===== src/rtl/capu_pkg.sv =====
package capu_pkg;
    localparam int unsigned MODE_W     = 4;
    localparam int unsigned RATIO_MID  = 4;
    localparam int unsigned RATIO_HIGH = 16;
    localparam int unsigned PS_W       = $clog2(RATIO_HIGH);

    typedef enum logic [MODE_W-1:0] {
        MODE_OFF    = 4'b0000,
        MODE_FALL   = 4'b0100,
        MODE_RISE1  = 4'b0101,
        MODE_RISE4  = 4'b0110,
        MODE_RISE16 = 4'b0111
    } cap_mode_e;

    function automatic logic mode_is_capture(logic [MODE_W-1:0] m);
        return (m == MODE_FALL) || (m == MODE_RISE1) ||
               (m == MODE_RISE4) || (m == MODE_RISE16);
    endfunction

    function automatic logic mode_is_fall(logic [MODE_W-1:0] m);
        return m == MODE_FALL;
    endfunction

    function automatic logic [PS_W-1:0] mode_last(logic [MODE_W-1:0] m);
        logic [PS_W-1:0] r;
        case (m)
            MODE_RISE4:  r = PS_W'(RATIO_MID - 1);
            MODE_RISE16: r = PS_W'(RATIO_HIGH - 1);
            default:     r = '0;
        endcase
        return r;
    endfunction
endpackage


===== src/rtl/capu_sync.sv =====
module capu_sync #(
    parameter int unsigned STAGES = 2
) (
    input  logic clk,
    input  logic rst_n,
    input  logic pin_i,
    output logic level_o,
    output logic rise_o,
    output logic fall_o
);
    typedef struct packed {
        logic [STAGES-1:0] sh;
        logic              prev;
    } sync_t;

    sync_t st_d, st_q;

    always_comb begin
        st_d      = st_q;
        st_d.sh   = (st_q.sh << 1) | STAGES'(pin_i);
        st_d.prev = st_q.sh[STAGES-1];
    end

    always_ff @(posedge clk or negedge rst_n) begin
        if (!rst_n) st_q <= '0;
        else        st_q <= st_d;
    end

    assign level_o = st_q.sh[STAGES-1];
    assign rise_o  = level_o & ~st_q.prev;
    assign fall_o  = ~level_o & st_q.prev;


    edge_pulse_chk: assert property (@(posedge clk) disable iff (!rst_n)
        (rise_o || fall_o) |=> !(rise_o || fall_o));
endmodule


===== src/rtl/capu_prescale.sv =====
module capu_prescale #(
    parameter int unsigned CNT_W = 4
) (
    input  logic             clk,
    input  logic             rst_n,
    input  logic             en_i,
    input  logic             evt_i,
    input  logic [CNT_W-1:0] last_i,
    output logic             fire_o
);
    typedef struct packed {
        logic [CNT_W-1:0] cnt;
    } ps_t;

    ps_t st_d, st_q;

    always_comb begin
        st_d   = st_q;
        fire_o = en_i && evt_i && (st_q.cnt >= last_i);
        if (!en_i)       st_d.cnt = '0;
        else if (fire_o) st_d.cnt = '0;
        else if (evt_i)  st_d.cnt = st_q.cnt + 1'b1;
    end

    always_ff @(posedge clk or negedge rst_n) begin
        if (!rst_n) st_q <= '0;
        else        st_q <= st_d;
    end


    cnt_off_chk: assert property (@(posedge clk) disable iff (!rst_n)
        !en_i |=> (st_q.cnt == '0));

    cnt_step_chk: assert property (@(posedge clk) disable iff (!rst_n)
        (en_i && evt_i && !fire_o) |=> (st_q.cnt == $past(st_q.cnt) + 1'b1));
endmodule


===== src/rtl/tcap_unit.sv =====
module tcap_unit
    import capu_pkg::*;
#(
    parameter int unsigned TMR_W       = 16,
    parameter int unsigned SYNC_STAGES = 2
) (
    input  logic              clk,
    input  logic              rst_n,
    input  logic              pin_i,
    input  logic [TMR_W-1:0]  timer_i,
    input  logic [MODE_W-1:0] mode_i,
    input  logic              flag_clr_i,
    output logic [TMR_W-1:0]  cap_o,
    output logic              flag_o
);
    typedef struct packed {
        logic [TMR_W-1:0]  cap;
        logic              flag;
        logic [MODE_W-1:0] mode;
    } top_t;

    top_t st_d, st_q;

    logic lvl, rise, fall, fire;
    logic cap_en, fall_sel, mode_chg, glitch, evt;

    capu_sync #(.STAGES(SYNC_STAGES)) u_sync (
        .clk     (clk),
        .rst_n   (rst_n),
        .pin_i   (pin_i),
        .level_o (lvl),
        .rise_o  (rise),
        .fall_o  (fall)
    );

    always_comb begin
        cap_en   = mode_is_capture(mode_i);
        fall_sel = mode_is_fall(mode_i);
        mode_chg = (mode_i != st_q.mode);
        glitch   = cap_en && mode_chg && (fall_sel ? ~lvl : lvl);
        evt      = (cap_en && (fall_sel ? fall : rise)) || glitch;
    end

    capu_prescale #(.CNT_W(PS_W)) u_ps (
        .clk    (clk),
        .rst_n  (rst_n),
        .en_i   (cap_en),
        .evt_i  (evt),
        .last_i (mode_last(mode_i)),
        .fire_o (fire)
    );

    always_comb begin
        st_d      = st_q;
        st_d.mode = mode_i;
        if (fire) st_d.cap = timer_i;
        st_d.flag = fire || (st_q.flag && !flag_clr_i);
    end

    always_ff @(posedge clk or negedge rst_n) begin
        if (!rst_n) st_q <= '0;
        else        st_q <= st_d;
    end

    assign cap_o  = st_q.cap;
    assign flag_o = st_q.flag;


    cap_load_chk: assert property (@(posedge clk) disable iff (!rst_n)
        fire |=> (cap_o == $past(timer_i)));

    cap_hold_chk: assert property (@(posedge clk) disable iff (!rst_n)
        !fire |=> $stable(cap_o));

    flag_sticky_chk: assert property (@(posedge clk) disable iff (!rst_n)
        (flag_o && !flag_clr_i) |=> flag_o);

    flag_set_chk: assert property (@(posedge clk) disable iff (!rst_n)
        fire |=> flag_o);

    flag_clr_chk: assert property (@(posedge clk) disable iff (!rst_n)
        (flag_clr_i && !fire) |=> !flag_o);

    no_cap_off_chk: assert property (@(posedge clk) disable iff (!rst_n)
        !mode_is_capture(mode_i) |-> !fire);
endmodule


===== config.mk =====
export PLATFORM = sky130hd
export DESIGN_NAME = tcap_unit
export DESIGN_NICKNAME = d
export VERILOG_FILES = /design/src/rtl/capu_pkg.sv /design/src/rtl/capu_sync.sv /design/src/rtl/capu_prescale.sv /design/src/rtl/tcap_unit.sv
export SDC_FILE = /design/constraint.sdc
export NUM_CORES = 1
export LEC_CHECK = 0
export CORE_MARGIN = 3
export CORE_UTILIZATION = 39
export CTS_CLUSTER_SIZE = 28
export DETAILED_ROUTE_END_ITERATION = 10
export GPL_ROUTABILITY_DRIVEN = 1
export HOLD_SLACK_MARGIN = 0.03
export PLACE_DENSITY = 0.68
export SETUP_SLACK_MARGIN = 0.2
export SYNTH_ARGS = -nofsm -noshare
export SYNTH_HDL_FRONTEND = slang
export SYNTH_SLANG_ARGS = --single-unit
export TNS_END_PERCENT = 50

===== constraint.sdc =====
create_clock -name clk -period 2.6 [get_ports clk]
set_input_delay 0.52 -clock clk [delete_from_list [all_inputs] [get_ports clk]]
set_output_delay 0.52 -clock clk [all_outputs]
set_load 0.005 [all_outputs]

==> results_dict.tcl <==
set metrics [dict create \
    clk_latency_ns 0.27 \
    power.switching_mw 0.283 \
    yosys-top-cells-count "dfrtp_1, buf_4, nand2_1" \
    grt_setup_unrepaired "false" \
    wl_per_cell_um 13.4 \
    portBuffers 40 \
    grt.busiest_layer "met2" \
    grt_overflow 0 \
    yosysMostFrequentCell "dfrtp_1" \
    status "finished clean" \
    ir_drop_v 0.000385 \
    firstDrtPassIters 4 \
    tightest_slew_ns 0.368 \
    synth_cells 116 \
    clockBufferDepth 2 \
    power_frac_clock 0.267 \
    die_w_um 66.6 \
    antenna_found_initial 0 \
    syn_area_um2 1430 \
    use_met1 0.170 \
    core_area_um2 3440 \
    max_slew_margin 0.754 \
    hold-worst-slack_ns 0.362 \
    cp-end-kind "register" \
    yosys_warnings 0 \
    rows 21 \
    yosysTopAreaCell "dfrtp_1" \
    synth_edf_count 0 \
    cts_made_buffers 3 \
    grt_use_met3 0.0320 \
    async_reset_ff_frac 1.00 \
    maxCapViolCount 0 \
    skew_ns 0.00744 \
    syn_nets 145 \
    ctsHoldBuffers 0 \
    p_leak_nw 0.844 \
    p_int_mw 0.986 \
    setup_viol 0 \
    cp_common_cell "a21oi_4" \
    power.density_nw_per_um2 635 \
    synthTopCellsByArea "dfrtp_1, mux2_4, buf_4" \
    path_max_fanout 5 \
    synth-seq-area-share 0.489 \
    worst-setup-path-type "in -> reg" \
    seq_power_share 0.442 \
    layout-drive-gt1-share 0.286 \
    track_usage 0.134 \
    drt_wl_total_mm 2.67 \
    hold_class "reg -> reg" \
    crit_path_top_delay_cell "a211o_1" \
    cts_root_buf "clkbuf_8" \
    switching_share 0.223 \
    path_cells "dlygate4sd2_1 -> and2b_2 -> and2_4 -> ha_4 -> nand2b_4 -> a211o_1 -> a21oi_4 -> a21oi_4 -> buf_8 -> mux2_4" \
    total_power_mw 1.27 \
    clk_pin_slew_ns 0.10 \
    die_area_um2 4440 \
    synth-seq-cells 28 \
    die_y_um 66.6 \
    nets 184 \
    slew_viol_final 0 \
    grt_max_degree 29 \
    h-tree-depth 1 \
    crit_required_ns 2.76 \
    p_comb_frac 0.291 \
    syn_area_per_cell_um2 12.4 \
    finalCriticalPeriod_ns 2.35 \
    first_global_vias 1014 \
    grt_pass1_wl_mm 4.49 \
    fillers 295 \
    period_share 0.904 \
    worstPathArrival_ns 2.51 \
    initial_core_util 0.416 \
    postLayoutCellArea_um2 2000 \
    antenna_cells 0 \
    start_kind "input port" \
    drc 0 \
    ys.flop_type "dfrtp_1" \
    hold_violations 0 \
    drt_iter0_drc 12 \
    dpl-instance-area_um2 1870 \
    use_met2 0.222 \
    yosysUniqueCellTypes 31 \
    area_growth_syn_to_layout_pct 39.5 \
    ios 41 \
    fin_tns_setup_ns 0 \
    critPathMaxStageDelay_ns 0.32 \
    cts_tree "done" \
    clock.fmax_mhz 426 \
    num_vias 930 \
    clkSinkCount 28 \
    gp_congestion 0.788 \
    synth.top_cell.area_share 0.489 \
    drtAntennaViolNets 0 \
    place_hpwl_mm 2.02 \
    viasPerCell 4.65 \
]
-- per-layer routing --
| layer | wire length [um] | up-vias |
|---|---|---|
| li1 | - | 458 |
| met1 | 1240 | 441 |
| met2 | 1260 | 29 |
| met3 | 165 | 2 |
| met4 | 10 | 0 |
| met5 | 0 | - |
-- final cells by class --
type / count / area [um2] / area share
clock inverters: 1 / 30.0 / 0.0150
well taps: 46 / 57.6 / 0.0288
multi-input cells: 65 / 632 / 0.316
repair buffers: 52 / 518 / 0.259
flip-flops and latches: 28 / 701 / 0.351
inverters: 5 / 18.8 / 0.00939
clock buffers: 3 / 41.3 / 0.0207
-- critical path, delay by kind of cell --
family | cells | cell delay (ns)
adders and majority gates | 1 | 0.20
buffers and inverters | 2 | 0.40
AOI/OAI and AO/OA | 3 | 0.59
muxes | 1 | 0.29
and+or+nand+nor | 3 | 0.51
-- cell usage in the layout (no fill, tap or decap), types with 2 or more instances in the layout --
cell type / instances
ha_4: 2
inv_1: 4
nor3_1: 3
dfrtp_1: 28
mux2_2: 7
clkdlybuf4s50_1: 37
clkbuf_8: 3
mux2i_1: 2
nand2_1: 9
a21oi_4: 2
nor2_1: 2
o21a_1: 2
buf_4: 9
ha_1: 3
xnor2_1: 5
dlygate4sd2_1: 3
o22ai_1: 2
mux2_4: 9
-- kinds of logic after synthesis --
| family | count (synthesis) | synth area share |
|---|---|---|
| XOR/XNOR | 5 | 0.0306 |
| buffers and inverters | 23 | 0.107 |
| multiplexers | 18 | 0.163 |
| AND/OR/NAND/NOR | 23 | 0.0830 |
| adder cells (fa/ha/maj) | 5 | 0.0437 |
| AO/OA/AOI/OAI | 14 | 0.0830 |
| flip-flops | 28 | 0.489 |
-- state kept, by name (all words and copies together), names as in the netlist --
register	flops
cap_o	16
u_ps.st_q	4
flag_o	1
u_sync.st_q	2
u_sync.level_o	1
st_q	4
-- repair_timing --
| action | 4_1_cts | 5_1_grt |
|---|---|---|
| pin swaps | 3 | 1 |
| endpoints found under the setup margin | 19 | 8 |
| gates cloned | 1 | 0 |
| buffers inserted | 2 | 0 |
| hold endpoints to repair | 0 | 0 |
| gates resized for setup | 8 | 3 |
-- power groups by stage --
stage                     combinational [mW]  sequential, mW  clock (mW)
after floorplan                        0.246           0.554           0
after global placement                 0.356           0.566           0
after detailed placement               0.366           0.565           0
after CTS                              0.374           0.562       0.344
after global routing                   0.395           0.574       0.362
final                                  0.369           0.561       0.339
-- worst paths after layout --
path	start	endpoint	slack, ns	cells past startpoint
max reg2reg	u_ps.st_q[0]	cap_o[12]	0.57	8
min reg2reg	u_sync.st_q[1]	u_sync.level_o	0.36	0
max	mode_i[2]	cap_o[12]	0.25	10
min in group asynchronous	rst_n	st_q[2]	0.61	2
min	u_sync.st_q[1]	u_sync.level_o	0.36	0
max in group asynchronous	rst_n	u_ps.st_q[3]	1.72	2
-- through the flow --
stage                     utilization  setup slack [ns]  cells
after global routing            0.581             0.203    200
after detailed placement        0.542            -0.443    193
after floorplan                     -             0.197    116
after global placement          0.542            -0.380    193
final                           0.581             0.250    200
after CTS                       0.577             0.241    200
(Power assumes the default switching activity.)
